[src/rtl/spi_regport_pkg.sv]
package spi_regport_pkg;

    typedef enum logic [1:0] {
        FS_ADDR = 2'd0,
        FS_FLAG = 2'd1,
        FS_DATA = 2'd2
    } frame_state_e;

    function automatic int max_of(input int a, input int b);
        return (a > b) ? a : b;
    endfunction

endpackage

[src/rtl/spi_frame_fsm.sv]
module spi_frame_fsm
    import spi_regport_pkg::*;
#(
    parameter int ADDR_W = 7,
    parameter int DATA_W = 8
) (
    input  logic              sclk,
    input  logic              arst,
    input  logic              sdi,
    output logic [ADDR_W-1:0] addr,
    output logic              rd_flag,
    output logic [DATA_W-2:0] data_lo,
    output logic              in_data,
    output logic              data_first,
    output logic              data_last
);
    localparam int CNT_W = $clog2(max_of(ADDR_W, DATA_W));
    localparam logic [CNT_W-1:0] ADDR_LAST = CNT_W'(ADDR_W - 1);
    localparam logic [CNT_W-1:0] DATA_LAST = CNT_W'(DATA_W - 1);

    frame_state_e     state_q, state_d;
    logic [CNT_W-1:0] cnt_q, cnt_d;
    logic [ADDR_W-1:0] addr_q;
    logic [DATA_W-2:0] data_q;
    logic              flag_q;

    // next-state logic
    always_comb begin
        state_d = state_q;
        cnt_d   = cnt_q;
        unique case (state_q)
            FS_ADDR: begin
                if (cnt_q == ADDR_LAST) begin
                    state_d = FS_FLAG;
                    cnt_d   = '0;
                end else begin
                    cnt_d = cnt_q + 1'b1;
                end
            end
            FS_FLAG: begin
                state_d = FS_DATA;
                cnt_d   = '0;
            end
            FS_DATA: begin
                if (cnt_q == DATA_LAST) begin
                    state_d = FS_ADDR;
                    cnt_d   = '0;
                end else begin
                    cnt_d = cnt_q + 1'b1;
                end
            end
            default: begin
                state_d = FS_ADDR;
                cnt_d   = '0;
            end
        endcase
    end

    // state register and bit capture
    always_ff @(posedge sclk or posedge arst) begin
        if (arst) begin
            state_q <= FS_ADDR;
            cnt_q   <= '0;
            addr_q  <= '0;
            data_q  <= '0;
            flag_q  <= 1'b0;
        end else begin
            state_q <= state_d;
            cnt_q   <= cnt_d;
            unique case (state_q)
                FS_ADDR: addr_q <= {sdi, addr_q[ADDR_W-1:1]};
                FS_FLAG: flag_q <= sdi;
                FS_DATA: begin
                    if (cnt_q != DATA_LAST) begin
                        data_q <= {sdi, data_q[DATA_W-2:1]};
                    end
                end
                default: flag_q <= 1'b0;
            endcase
        end
    end

    // outputs
    always_comb begin
        addr       = addr_q;
        rd_flag    = flag_q;
        data_lo    = data_q;
        in_data    = (state_q == FS_DATA);
        data_first = (state_q == FS_DATA) && (cnt_q == '0);
        data_last  = (state_q == FS_DATA) && (cnt_q == DATA_LAST);
    end

endmodule

[src/rtl/spi_tx_shifter.sv]
module spi_tx_shifter #(
    parameter int DATA_W = 8
) (
    input  logic              sclk,
    input  logic              arst,
    input  logic              load,
    input  logic              shift,
    input  logic [DATA_W-1:0] load_data,
    output logic              bit_out,
    output logic              launched
);
    logic [DATA_W-2:0] rest_q;
    logic              bit_q;
    logic              live_q;

    always_ff @(negedge sclk or posedge arst) begin
        if (arst) begin
            rest_q <= '0;
            bit_q  <= 1'b0;
            live_q <= 1'b0;
        end else if (load) begin
            bit_q  <= load_data[0];
            rest_q <= load_data[DATA_W-1:1];
            live_q <= 1'b1;
        end else if (shift) begin
            bit_q  <= rest_q[0];
            rest_q <= {1'b0, rest_q[DATA_W-2:1]};
        end else begin
            live_q <= 1'b0;
        end
    end

    always_comb begin
        bit_out  = bit_q;
        launched = live_q;
    end

endmodule

[src/rtl/spi_regport.sv]
module spi_regport #(
    parameter int ADDR_W = 7,
    parameter int DATA_W = 8
) (
    input  logic              rst_n,
    input  logic              cs_n,
    input  logic              sclk,
    input  logic              sdi,
    output logic              sdo,
    output logic              sdo_oe,
    output logic [ADDR_W-1:0] reg_addr,
    output logic              reg_wr_en,
    output logic [DATA_W-1:0] reg_wr_data,
    input  logic [DATA_W-1:0] reg_rd_data
);
    logic              sel_rst;
    logic [ADDR_W-1:0] addr;
    logic              rd_flag;
    logic [DATA_W-2:0] data_lo;
    logic              in_data;
    logic              data_first;
    logic              data_last;
    logic              tx_bit;
    logic              tx_live;
    logic              rd_phase;

    assign sel_rst = cs_n | ~rst_n;

    spi_frame_fsm #(
        .ADDR_W(ADDR_W),
        .DATA_W(DATA_W)
    ) u_fsm (
        .sclk      (sclk),
        .arst      (sel_rst),
        .sdi       (sdi),
        .addr      (addr),
        .rd_flag   (rd_flag),
        .data_lo   (data_lo),
        .in_data   (in_data),
        .data_first(data_first),
        .data_last (data_last)
    );

    assign rd_phase = in_data & rd_flag;

    spi_tx_shifter #(
        .DATA_W(DATA_W)
    ) u_tx (
        .sclk     (sclk),
        .arst     (sel_rst),
        .load     (data_first & rd_flag),
        .shift    (rd_phase & ~data_first),
        .load_data(reg_rd_data),
        .bit_out  (tx_bit),
        .launched (tx_live)
    );

    always_comb begin
        reg_addr    = addr;
        reg_wr_data = {sdi, data_lo};
        reg_wr_en   = data_last & ~rd_flag & ~sel_rst;
        sdo         = tx_bit;
        sdo_oe      = tx_live & rd_phase & ~sel_rst;
    end

endmodule

[config.mk]
export PLATFORM = sky130hd
export DESIGN_NAME = spi_regport
export DESIGN_NICKNAME = d
export VERILOG_FILES = /design/src/rtl/spi_regport_pkg.sv /design/src/rtl/spi_frame_fsm.sv /design/src/rtl/spi_tx_shifter.sv /design/src/rtl/spi_regport.sv
export SDC_FILE = /design/constraint.sdc
export NUM_CORES = 1
export LEC_CHECK = 0
export BUFFER_PORTS_ARGS = -buffer_cell sky130_fd_sc_hd__buf_4
export CAP_MARGIN = 0
export CORE_ASPECT_RATIO = 0.6
export CORE_MARGIN = 2
export CORE_UTILIZATION = 25
export CTS_CLUSTER_DIAMETER = 120
export CTS_CLUSTER_SIZE = 40
export DETAILED_ROUTE_END_ITERATION = 10
export SKIP_CTS_REPAIR_TIMING = 1
export SLEW_MARGIN = 20
export SYNTH_ARGS = -nofsm -noshare
export SYNTH_HDL_FRONTEND = slang
export SYNTH_SLANG_ARGS = --single-unit
[constraint.sdc]
create_clock -name sclk -period 3 [get_ports sclk]
set_clock_uncertainty 0.2 [all_clocks]
set_input_delay 0.3 -clock sclk [delete_from_list [all_inputs] [get_ports sclk]]
set_output_delay 0.3 -clock sclk [all_outputs]
set_load 0.02 [all_outputs]
==> impl_metrics.toml <==
[floorplan]
io_pins = 30
rows = 20
die-area_um2 = 5902
core_um2 = 5080
initial_core_util = 0.2601
die_w_um = 97.86
die_y_um = 60.31

[layout]
nNetsFinal = 158
drive_above_1_share = 0.4615
area_growth_syn_to_layout_pct = 35.42
antennaDiodeCount = 0
stdcell_area_um2 = 1789

[timing]
setup_viol = 1
drv_slew = 0
hold_viol = 0
slew_headroom = 0.6213
fin_setup_tns_ps = -3.278
finalWorstSetupSlack_ps = -3.278
fin_hold_ws_ps = 90.77
tightest_slew_ps = 565.5
grt_setup_unrepaired = "true"

[global_route]
grt_pass1_vias = 822
grtUsageTotal = 0.08483
grt_max_degree = 22
grt_overflow = 0
antenna_found_initial = 0
grt_pass1_wl_um = 3781

[worst_setup_path]
critPathKind = "reg2out"
end_kind = "output port"
crit_chain = "nand2_1 > nor2_1 > buf_4"
critPathTopFamily = "flip-flops"
crit_required_ps = 2500
cp_num_buf_inv = 1
cp-start-kind = "register"
cpMaxStageDelayCell = "dfrtn_1"
cp_max_fo = 2
cpPeakStageDelay_ps = 420
crit_arrival_ps = 2500

[routing]
viasPerCell = 4.105
vias = 858
first_pass_iters = 4
drc = 0
wl_um = 2432
dr.first_iter.drc_count = 45
ant_nets = 0
avgRoutedWirePerCell_um = 11.64

[yosys]
synthFlopType = "dfrtp_1"
yosysMostFrequentCell = "dfrtp_1"
syn-num-nets = 120
syn_area_um2 = 1321
synthCells = 104
synthTopCellsByCount = "dfrtp_1 (20), nand2_1 (10), dfrtn_1 (9), o21ai_0 (9)"
syn-mean-instance-area_um2 = 12.70
synth-edff-count = 0
synth_top_area_share = 0.3788
ys_types = 25
synthArstFlopShare = 1.000
ys_warn_count = 0
synth-seq-area-share = 0.5492
synthTopCellsByArea = "dfrtp_1 (38%), dfrtn_1 (17%), mux2_4 (8.0%)"
ys_seq_elements = 29
yosysTopAreaCell = "dfrtp_1"

[cts]
htreeDepth = 2
numCtsBuffers = 5
ctsLongestPathBuffers = 2
clk_pin_slew_worst_paths_ps = 60
clkSinkCount = 29
root_buffer = "clkbuf_8"
clk_latency_ps = 290
cts_tree = "built"

[placed_design]
gp_congestion = 0.6958
hpwl_um = 1787
place_area_um2 = 1635
numPortBuffers = 29
pre_cts_slack_ps = -14.89

[hold_path]
hold_path.class = "in2reg"

[run_status]
status = "finished with violations"
violations = "setup timing"

[pwr]
ir_drop_mv = 0.1340
p_leak_nw = 0.9148
p_per_area_nw_per_um2 = 475.2

[flow_run]
maxCapViolCount = 0
power by group:
part	leakage [nW]	total, W	switching (W)	internal (W)
clock	0.0542	0.000346	0.000139	0.000207
sequential	0.372	0.000425	0.0000129	0.000412
combinational	0.489	0.0000799	0.0000390	0.0000408
stage by stage:
stage,total power (W),util,cells
floorplan,0.0004728,-,104
global placement,0.0005101,0.3219,199
detailed placement,0.0005137,0.3219,199
CTS,0.0008683,0.3419,207
global route,0.0008949,0.3522,209
finish,0.0008503,0.3522,209
cell type report:
cell class	count	area [um2]
sequential	29	725.7
timing repair buffer	36	300.3
tap	66	82.58
clock buffer	7	96.34
fill	510	3291
clock inverter	1	5.005
inverter	7	26.28
multi-input combinational	63	553.0
routing by layer:
| layer | track usage | vias to the layer above | share of wire |
|---|---|---|---|
| met1 | 0.1014 | 416 | 0.47 |
| met2 | 0.1311 | 18 | 0.46 |
| li1 | - | 421 | - |
| met3 | 0.04094 | 3 | 0.064 |
| met4 | 0.04167 | 0 | 0.0095 |
| met5 | 0 | - | 0 |
kinds of logic after synthesis:
kind of cell / Yosys count / synth area share
DFF: 29 / 0.5492
and+or+nand+nor: 25 / 0.1193
muxes: 21 / 0.1922
AOI/OAI and AO/OA: 13 / 0.05209
buffers and inverters: 12 / 0.04924
adders and majority gates: 4 / 0.03788
final timing paths:
path / start / to / cells after the start / slack [ps]
worst max register to register: u_fsm.cnt_q[1] / u_tx.rest_q[1] / 6 / 80
max in group asynchronous: cs_n / u_tx.rest_q[0] / 2 / 890
worst min-delay path: sdi / u_fsm.data_lo[6] / 2 / 90
worst max-delay path: u_tx.launched / sdo_oe / 3 / -3
worst min register to register: u_tx.rest_q[5] / u_tx.rest_q[5] / 2 / 230
min in group asynchronous: rst_n / u_fsm.rd_flag / 3 / 380
registers in the layout, summed over array words and instances, names as in the netlist:
name / count
u_tx.rest_q: 7
u_fsm.data_lo: 7
u_tx.bit_out: 1
u_fsm.state_q: 2
u_tx.launched: 1
u_fsm.addr: 7
u_fsm.cnt_q: 3
u_fsm.rd_flag: 1
placed cells by master, fill, tap and decap left out, types with 2 or more instances in the layout:
| cell type | instances |
|---|---|
| inv_1 | 6 |
| dfrtp_1 | 20 |
| nand2b_4 | 2 |
| nor2_1 | 5 |
| clkbuf_8 | 7 |
| a21oi_1 | 2 |
| nand2_1 | 10 |
| o21ai_0 | 9 |
| mux2i_1 | 7 |
| mux2_2 | 7 |
| dfrtn_1 | 9 |
| ha_1 | 3 |
| buf_4 | 34 |
| mux2_4 | 7 |
Power figures use the tool's default switching activity.
